## config.mk

```make
export PLATFORM = sky130hd
export DESIGN_NAME = pc_sequencer
export DESIGN_NICKNAME = d
export VERILOG_FILES = /design/src/rtl/npc_pkg.sv /design/src/rtl/npc_decode.sv /design/src/rtl/npc_select.sv /design/src/rtl/npc_guard.sv /design/src/rtl/pc_sequencer.sv
export SDC_FILE = /design/constraint.sdc
export NUM_CORES = 1
export LEC_CHECK = 0
export ABC_AREA = 1
export ABC_CLOCK_PERIOD_IN_PS = 4100
export BUFFER_PORTS_ARGS = -buffer_cell sky130_fd_sc_hd__buf_2
export CAP_MARGIN = 20
export CORE_MARGIN = 4
export CORE_UTILIZATION = 54
export CTS_BUF_LIST = sky130_fd_sc_hd__clkbuf_4 sky130_fd_sc_hd__clkbuf_8
export DETAILED_ROUTE_END_ITERATION = 10
export MAX_ROUTING_LAYER = met4
export PLACE_DENSITY_LB_ADDON = 0.15
export SETUP_SLACK_MARGIN = 0.1
export SLEW_MARGIN = 25
export SYNTH_ARGS = -nofsm -noshare
export SYNTH_HDL_FRONTEND = slang
export SYNTH_SLANG_ARGS = --single-unit
```

## constraint.sdc

```tcl
create_clock -name clk -period 4.1 [get_ports clk]
set_input_delay 0.205 -clock clk [delete_from_list [all_inputs] [get_ports clk]]
set_output_delay 0.205 -clock clk [all_outputs]
set_load 0.01 [all_outputs]
```

## src/rtl/npc_pkg.sv

```systemverilog
package npc_pkg;

  localparam int unsigned ADDR_W = 32;
  localparam int unsigned OFF_W  = 16;
  localparam int unsigned IDX_W  = 26;
  localparam int unsigned REG_W  = 5;
  localparam int unsigned OPC_W  = 6;
  localparam int unsigned INSN_BYTES = 4;
  localparam logic [REG_W-1:0] LINK_REG = REG_W'(31);

  localparam logic [OPC_W-1:0] OPC_REGOP = 6'h00;
  localparam logic [OPC_W-1:0] OPC_JMP   = 6'h02;
  localparam logic [OPC_W-1:0] OPC_JLNK  = 6'h03;
  localparam logic [OPC_W-1:0] OPC_BEQ   = 6'h04;
  localparam logic [OPC_W-1:0] OPC_BNE   = 6'h05;
  localparam logic [OPC_W-1:0] FN_JREG   = 6'h08;
  localparam logic [OPC_W-1:0] FN_JRLNK  = 6'h09;

  typedef enum logic [2:0] {
    FLOW_SEQ, FLOW_BEQ, FLOW_BNE, FLOW_JMP, FLOW_JLNK, FLOW_JREG, FLOW_JRLNK
  } flow_e;

  typedef struct packed {
    flow_e kind;
    logic  links;
  } flow_ctl_t;

  function automatic logic [ADDR_W-1:0] seq_pc(input logic [ADDR_W-1:0] cur);
    return cur + ADDR_W'(INSN_BYTES);
  endfunction

  function automatic logic [ADDR_W-1:0] rel_target(input logic [ADDR_W-1:0] cur,
                                                   input logic [OFF_W-1:0]  off);
    logic [ADDR_W-1:0] ext;
    ext = {{(ADDR_W-OFF_W-2){off[OFF_W-1]}}, off, 2'b00};
    return seq_pc(cur) + ext;
  endfunction

  function automatic logic [ADDR_W-1:0] abs_target(input logic [ADDR_W-1:0] cur,
                                                   input logic [IDX_W-1:0]  idx);
    logic [ADDR_W-1:0] nxt;
    nxt = seq_pc(cur);
    return {nxt[ADDR_W-1:IDX_W+2], idx, 2'b00};
  endfunction

endpackage

```

## src/rtl/npc_decode.sv

```systemverilog
module npc_decode
  import npc_pkg::*;
(
  input  logic [OPC_W-1:0] opcode,
  input  logic [OPC_W-1:0] funct,
  output flow_ctl_t        ctl
);
  always_comb begin
    ctl.kind  = FLOW_SEQ;
    ctl.links = 1'b0;
    unique case (opcode)
      OPC_JMP:  ctl.kind = FLOW_JMP;
      OPC_JLNK: begin ctl.kind = FLOW_JLNK; ctl.links = 1'b1; end
      OPC_BEQ:  ctl.kind = FLOW_BEQ;
      OPC_BNE:  ctl.kind = FLOW_BNE;
      OPC_REGOP: begin
        if (funct == FN_JREG) ctl.kind = FLOW_JREG;
        else if (funct == FN_JRLNK) begin
          ctl.kind  = FLOW_JRLNK;
          ctl.links = 1'b1;
        end
      end
      default: ctl.kind = FLOW_SEQ;
    endcase
  end
endmodule

```

## src/rtl/npc_select.sv

```systemverilog
module npc_select
  import npc_pkg::*;
(
  input  logic [ADDR_W-1:0] cur_pc,
  input  flow_e             kind,
  input  logic [OFF_W-1:0]  branch_off,
  input  logic [IDX_W-1:0]  jump_index,
  input  logic [ADDR_W-1:0] rs_val,
  input  logic [ADDR_W-1:0] rt_val,
  output logic [ADDR_W-1:0] next_pc,
  output logic [ADDR_W-1:0] ret_addr,
  output logic              redirect
);
  logic [ADDR_W-1:0] fall_thru;
  logic [ADDR_W-1:0] br_tgt;
  logic [ADDR_W-1:0] jmp_tgt;
  logic              operands_eq;
  logic              br_taken;

  assign fall_thru   = seq_pc(cur_pc);
  assign br_tgt      = rel_target(cur_pc, branch_off);
  assign jmp_tgt     = abs_target(cur_pc, jump_index);
  assign operands_eq = (rs_val == rt_val);
  assign ret_addr    = fall_thru;

  always_comb begin
    br_taken = 1'b0;
    next_pc  = fall_thru;
    unique case (kind)
      FLOW_BEQ:   begin br_taken = operands_eq;  if (operands_eq)  next_pc = br_tgt; end
      FLOW_BNE:   begin br_taken = !operands_eq; if (!operands_eq) next_pc = br_tgt; end
      FLOW_JMP,
      FLOW_JLNK:  next_pc = jmp_tgt;
      FLOW_JREG,
      FLOW_JRLNK: next_pc = rs_val;
      default:    next_pc = fall_thru;
    endcase
  end

  assign redirect = br_taken || (kind inside {FLOW_JMP, FLOW_JLNK, FLOW_JREG, FLOW_JRLNK});
endmodule

```

## src/rtl/npc_guard.sv

```systemverilog
module npc_guard
  import npc_pkg::*;
#(
  parameter int unsigned MEM_SIZE = 32'h0010_0000
)(
  input  logic [ADDR_W-1:0] addr,
  output logic              legal
);
  localparam int unsigned SIZE_LOG2 = $clog2(MEM_SIZE);
  localparam bit          SIZE_POW2 = ((MEM_SIZE & (MEM_SIZE - 1)) == 0) && (SIZE_LOG2 > 2);

  logic misaligned;
  logic is_null;
  logic beyond_top;

  assign misaligned = |addr[1:0];
  assign is_null    = (addr == '0);

  generate
    if (SIZE_POW2) begin : g_pow2
      assign beyond_top = |addr[ADDR_W-1:SIZE_LOG2];
    end else begin : g_cmp
      assign beyond_top = (addr >= ADDR_W'(MEM_SIZE));
    end
  endgenerate

  assign legal = !(misaligned || is_null || beyond_top);
endmodule

```

## src/rtl/pc_sequencer.sv

```systemverilog
module pc_sequencer
  import npc_pkg::*;
#(
  parameter int unsigned MEM_SIZE = 32'h0010_0000,
  parameter logic [31:0] RESET_PC = 32'h0000_1000
)(
  input  logic        clk,
  input  logic        rst_n,
  input  logic        step_en,
  input  logic [5:0]  opcode,
  input  logic [5:0]  funct,
  input  logic [4:0]  rd_idx,
  input  logic [25:0] jump_index,
  input  logic [15:0] branch_off,
  input  logic [31:0] rs_val,
  input  logic [31:0] rt_val,
  output logic [31:0] pc,
  output logic [31:0] link_val,
  output logic [4:0]  link_dest,
  output logic        link_we,
  output logic        fault
);
  logic [ADDR_W-1:0] pc_q;
  logic              fault_q;
  flow_ctl_t         ctl;
  logic [ADDR_W-1:0] next_pc;
  logic [ADDR_W-1:0] ret_addr;
  logic              redirect;
  logic              tgt_legal;
  logic              advance;
  logic              commit;
  logic              trap;

  npc_decode u_dec (.opcode(opcode), .funct(funct), .ctl(ctl));

  npc_select u_sel (
    .cur_pc(pc_q), .kind(ctl.kind), .branch_off(branch_off),
    .jump_index(jump_index), .rs_val(rs_val), .rt_val(rt_val),
    .next_pc(next_pc), .ret_addr(ret_addr), .redirect(redirect)
  );

  npc_guard #(.MEM_SIZE(MEM_SIZE)) u_grd (.addr(next_pc), .legal(tgt_legal));

  assign advance = step_en && !fault_q;
  assign commit  = advance && tgt_legal;
  assign trap    = advance && !tgt_legal;

  always_ff @(posedge clk) begin
    if (!rst_n) begin
      pc_q    <= RESET_PC;
      fault_q <= 1'b0;
    end else if (commit) begin
      pc_q    <= next_pc;
    end else if (trap) begin
      fault_q <= 1'b1;
    end
  end

  assign pc        = pc_q;
  assign fault     = fault_q;
  assign link_val  = ret_addr;
  assign link_dest = (ctl.kind == FLOW_JLNK) ? LINK_REG : rd_idx;
  assign link_we   = commit && ctl.links;

  a_r2_idle_hold: assert property (@(posedge clk) disable iff (!rst_n)
    !step_en |=> $stable(pc));

  a_r2_seq_step: assert property (@(posedge clk) disable iff (!rst_n)
    (advance && !redirect && tgt_legal) |=> (pc == $past(pc) + 32'd4));

  a_r6_link_reg: assert property (@(posedge clk) disable iff (!rst_n)
    (link_we && opcode == OPC_JLNK) |-> (link_dest == 5'd31 && link_val == pc + 32'd4));

  a_r7_reg_jump: assert property (@(posedge clk) disable iff (!rst_n)
    (advance && opcode == OPC_REGOP && funct == FN_JREG && tgt_legal) |=> (pc == $past(rs_val)));

  a_r9_pc_aligned: assert property (@(posedge clk) disable iff (!rst_n)
    pc[1:0] == 2'b00);

  a_r9_trap_freeze: assert property (@(posedge clk) disable iff (!rst_n)
    trap |=> (fault && $stable(pc)));

  a_r10_sticky: assert property (@(posedge clk) disable iff (!rst_n)
    fault |=> (fault && $stable(pc) && !link_we));

endmodule

```

# Yosys cells after proc, flatten, opt, wreduce, memory -nomap -nowiden
# Index checks and enable logic that the tools add are counted.
classes:
  muxes: 9
  add_sub_neg: 2
  eq_ne: 13
  reduce_logical: 15
  bitwise_logic: 1
ops:
  columns: ["cell", "count"]
  rows:
  - ["$pmux W32 S4", 1]
  - ["$mux W32", 2]
  - ["$add A32 B3 Y32 const B", 1]
  - ["$add A32 B32 Y32", 1]
  - ["$eq A32 B32 Y1", 1]
  - ["$logic_not A32 Y1", 1]
  - ["$pmux W3 S5", 1]
  - ["$eq A6 B2 Y1 const B", 2]
  - ["$eq A6 B3 Y1 const B", 2]
  - ["$eq A6 B4 Y1 const B", 2]
  - ["$reduce_or A12 Y1", 1]
  - ["$eq A3 B3 Y1 const B", 3]
  - ["$eq A3 B2 Y1 const B", 2]
  - ["$logic_not A6 Y1", 1]
  - ["$reduce_or A2 Y1", 3]
  - ["$mux W5", 1]
  - ["$logic_and A1 B1 Y1", 4]
  - ["$mux W4", 1]
  - ["$eq A3 B1 Y1 const B", 1]
  - ["$mux W3", 1]
  - ["$logic_not A1 Y1", 2]
  - ["$logic_or A1 B1 Y1", 2]
  - ["$pmux W1 S2", 1]
  - ["$reduce_and A2 Y1", 1]
  - ["other kinds (2)", 2]
totals:
  wordCells: 42
  out_inout_bits: 71
  regBits: 33

# Longest topological paths before layout
depth:
  ltp_word: 14
  ltp_mapped: 32
  depth_no_buf: 31

# Hierarchy
# From an unflattened synthesis, not the netlist that was laid out.
unflattened:
  hier_cells: 1138
  hier_area_um2: 6117.1
modules_own_cells:
  columns: ["module", "cells_per_inst", "instances", "area_each_um2"]
  rows:
  - ["npc_select", 854, 1, 4413.0]
  - ["pc_sequencer", 220, 1, 1413.9]
  - ["npc_decode", 33, 1, 163.9]
  - ["npc_guard", 31, 1, 126.4]

# Worst setup path after synthesis
# Ideal clock, no wire load.
synth_timing:
  path_kind: "flip-flop to output port"
  start: "register pc_q[2], in the netlist pc[2]"
  end: "output link_we"
  path_slack_ns: 0.362
  required_ns: 3.895
  arrival_ns: 3.533
  n_path_buf: 1
  path_stages_with_launch: 27
  path_cell_list: "dfxtp_1 ha_1 nand3_1 nor2_2 nand3b_1 nor3_2 nand3_1 xor2_1 ha_1 nand2_1 nor2_1 and2_1 and2_1 nand2_1 nand2_1 inv_1 nand2_1 nand3_1 nand3_1 nand2_1 inv_1 nor2_1 nand2_1 nor2_4 nand3_4 buf_6 nor2_1"
synth_via:
  elab_chain_cells: 10
synth_rtl:
  columns: ["element", "line_no", "text"]
  rows:
  - ["start, declared", "pc_sequencer.sv:23", "logic [ADDR_W-1:0] pc_q;"]
  - ["start signal, assigned", "pc_sequencer.sv:53", "pc_q <= next_pc;"]
  - ["$add A32 B3 Y32 (*)", "npc_pkg.sv:29", "return cur + ADDR_W'(INSN_BYTES);"]
  - ["via link_val[24]", "pc_sequencer.sv:18", "output logic [31:0] link_val,"]
  - ["$add A32 B32 Y32", "npc_pkg.sv:36", "return seq_pc(cur) + ext;"]
  - ["$mux W32, on equally long branches", "npc_select.sv:31, npc_select.sv:30", null]
  - ["$pmux W32 S4 (*)", "npc_select.sv:29", "unique case (kind)"]
  - ["$logic_not A32 Y1", "npc_guard.sv:17", "assign is_null = (addr == '0);"]
  - ["$logic_or A1 B1 Y1", "npc_guard.sv:27", "assign legal = !(misaligned || is_null || beyond_top);"]
  - ["$logic_or A1 B1 Y1 (*)", "npc_guard.sv:27", null]
  - ["$logic_not A1 Y1 (*)", "npc_guard.sv:27", null]
  - ["$logic_and A1 B1 Y1 (*)", "pc_sequencer.sv:45", "assign commit = advance && tgt_legal;"]
  - ["$logic_and A1 B1 Y1 (*)", "pc_sequencer.sv:63", "assign link_we = commit && ctl.links;"]
  - ["end, declared", "pc_sequencer.sv:20", "output logic link_we,"]
# The timed path passes the listed nets; every way through them passes the cells marked *.

# Worst setup path in the final report
layout_timing:
  start: "register pc_q[9], in the netlist pc[9]"
  end: "output link_we"
layout_via:
  elab_chain_cells: 10
layout_rtl:
  columns: ["element", "line_no"]
  rows:
  - ["$add A32 B3 Y32 (*)", "npc_pkg.sv:29"]
  - ["$add A32 B32 Y32", "npc_pkg.sv:36"]
  - ["$mux W32, on equally long branches", "npc_select.sv:31, npc_select.sv:30"]
  - ["$pmux W32 S4 (*)", "npc_select.sv:29"]
  - ["$logic_not A32 Y1", "npc_guard.sv:17"]
  - ["$logic_or A1 B1 Y1", "npc_guard.sv:27"]
  - ["$logic_or A1 B1 Y1 (*)", "npc_guard.sv:27"]
  - ["$logic_not A1 Y1 (*)", "npc_guard.sv:27"]
  - ["$logic_and A1 B1 Y1 (*)", "pc_sequencer.sv:45"]
  - ["$logic_and A1 B1 Y1 (*)", "pc_sequencer.sv:63"]
# Every way passes the cells marked *; elsewhere a longest branch is shown, timed or not.

==> metrics <==
Slew Viols, Final 0; max_cap viols 0; Die Width about 120 um; Total GRT Usage 36.44%; Critical Path Sink Type primary output; fillers approximately 1000; Total Routed Length ~24000 um; routed vias/inst between 5 and 6; ant diodes 0; CTS buffer count 5; H-tree depth 2; relative slew slack a little over two fifths; Worst VDD drop around 0.00024 V; die area about 13000 um^2; max incr delay on CP 390 ps; startpoint types flop; top cell family by delay on the critical path simple AND/OR/NAND/NOR gates; HP Class input pin to flop; number of buffers added on ports 196; final instance count without filler cells approximately 1600; Max Clock Freq about 0.24 GHz; vias 8298; CP Launch Point pc[9]; Starting DRT DRC Count 744; transition time at the pin with the least slew margin around 840 ps; layout cells sized above 1 ~29%; Yosys Warn Count 0; clock sink count 33; status complete, no violations; num rows 39; critical path class flop to primary output; placed insts ~1500; #FFs+latches synth 33; Sequential Area approximately 670 um^2; Post-DRT Antenna Nets 0; largest net degree at the start of global routing 27; Clock Path Buffers 2; clk slew on worst S/H paths 70 ps; R2R setup slack approximately 100 ps; period utilization 99.97%; LEAKAGE ~0.0048 uW; Power Density 300.2 nW/um^2; hold path start step_en; final hold vios 0; synth unique cells 37; # DRC 0; later-pin clock latency in the skew report 300 ps; crit path buf inv count 5; Arr. time, crit path between 3000 and 4000 ps; final setup fails 0; CP Max Fanout 4; Crit-path slowest cell xor2_1; RSZ-0062 raised after global routing true; Area Overhead vs Synth 32.57%; Syn Area/Cell 5.309 um^2; antenna violations before repair 0; first-pass GRT wire length around 37000 um; Syn Inst Count roughly 1200; Req. time, crit path 3890 ps; Multi-input gate area a little over 5000 um^2; NumNets Final about 1600; Ports approximately 200; Reg2Reg Launch Point pc[9]; remaining global-route overflow 0; vias in the first global route roughly 7600; CTS tree done; placed inst area between 7000 and 8000 um^2; gp weighted congestion between 1 and 1.5; Post-DP HPWL 19810 um; Die Ht approximately 120 um; synthesized area about 6300 um^2; Root Driver clkbuf_8; WL per Instance between 15 and 20 um; clk_skew approximately 11 ps; Core Region 11370 um^2; minimum clock period ~4100 ps; Syn Nets approximately 1300; First-pass DRT Iterations 6; post-synthesis sequential area ratio approximately a tenth; design area 8312 um^2; Initial Utilization between 50% and 60%
[Yosys cell counts (all sizes together)]
cell	n	area, um^2
nand3	85	465.4
nand3b	15	112.6
ha	35	437.9
o22ai	1	6.260
clkbuf	3	11.26
a21oi	34	204.0
nor2	136	578.1
fa	1	20.02
nand2	437	1680
clkinv	1	3.750
dfxtp	33	660.6
nand4	28	175.2
buf	17	155.2
a22o	11	96.34
and3	1	6.260
o21bai	8	60.06
or2	13	81.33
xor2	27	236.5
inv	235	882.1
o21ai	17	85.08
nor4	4	25.02
xnor2	20	175.2
a21o	1	7.510
nor3	15	85.08
and2	3	18.77
[what timing repair did]
item                                    4_1_cts  5_1_grt
buffers inserted                             10        9
pin swaps                                    27       33
resized for setup                            64       52
hold buffers                                  0        0
endpoints found under the setup margin       34       34
[routing by layer]
layer	track usage, %	share of wire, %
met5	-	0
met1	42.34	39
met2	62.11	47
met4	13.92	4.4
met3	7.154	9.2
[worst min-delay path: stages]
cell     delay (ps)
buf_2            80
a21oi_1          60
nor2_1           80
[layout make-up]
class / instances / share of cell area [%]
clock buffers: 6 / 0.9183
clock inverters: 2 / 0.1204
inverters: 236 / 10.69
multi-input cells: 892 / 60.88
flip-flops and latches: 33 / 8.023
well taps: 143 / 2.153
repair buffers: 255 / 17.22
[through the flow]
| stage | worst slack [ps] | hold slack, ps | power [uW] | utilization, % | TNS, ps |
|---|---|---|---|---|---|
| after CTS | 73.06 | 168.7 | 2405 | 70.73 | 0 |
| after floorplan | 361.8 | 349.7 | 1537 | - | 0 |
| after global placement | 141.0 | 466.2 | 2039 | 66.52 | 0 |
| after global routing | -212.8 | 185.8 | 2690 | 73.10 | -2769 |
| after detailed placement | 41.44 | 459.6 | 2055 | 66.52 | 0 |
| final | 1.354 | 166.2 | 2495 | 73.10 | 0 |
[layout by cell type (no fill, tap or decap), types with 2 or more instances in the layout]
master    netlist  layout
or2_1           2       2
or2_2          11      11
a22o_1         11      11
buf_2           4     196
xor2_1         27      24
nand4_1        28      28
buf_6          10       2
o21bai_1        8       8
nand2_4         3       6
clkinv_2        0       2
nand3_2         3      12
nand3_1        80      69
buf_4           3      57
inv_2           7      15
dfxtp_2         0       2
nor2_2         18      29
ha_1           35      21
a21oi_1        25      17
nand2_1       427     412
nor3_2          2       7
nor2_1        115      97
nor2_4          3      10
nand3_4         2       4
nor3_1         13       5
xnor2_1        20      20
inv_1         228     219
nand2_2         7      19
nor3_4          0       3
dfxtp_1        33      30
nor4_1          4       4
nand3b_1       15      15
a21oi_2         9      16
clkbuf_8        0       5
and2_4          0       2
o21ai_0        17      17
xor2_2          0       2
ha_4            0      13
[worst paths after layout]
path	endpoint	cells past startpoint
setup reg to reg	pc[9]	25
hold / removal	fault	3
hold reg to reg	pc[28]	2
setup / recovery	link_we	26
[where the power goes]
group	internal, uW	switching (uW)	leakage [uW]	total [uW]
Sequential	381	53.9	0.000271	435
Clock	124	134	0.0000484	258
Combinational	683	1120	0.00444	1800
Total	1190	1310	0.00476	2490
[state kept, by name, indices dropped and copies added (netlist names)]
name	cells
fault	1
pc	32
[kinds of logic (layout without fill, tap and decap cells)]
logic type,count (synthesis),in the layout,share of synthesized area [%]
DFF,33,33,10.54
buffers and inverters,256,499,16.78
AOI/OAI and AO/OA,72,72,7.324
and+or+nand+nor,737,737,51.49
adders and majority gates,36,36,7.304
xor gates and xnor gates,47,47,6.566
No activity file was read; power rests on OpenSTA's default activity.
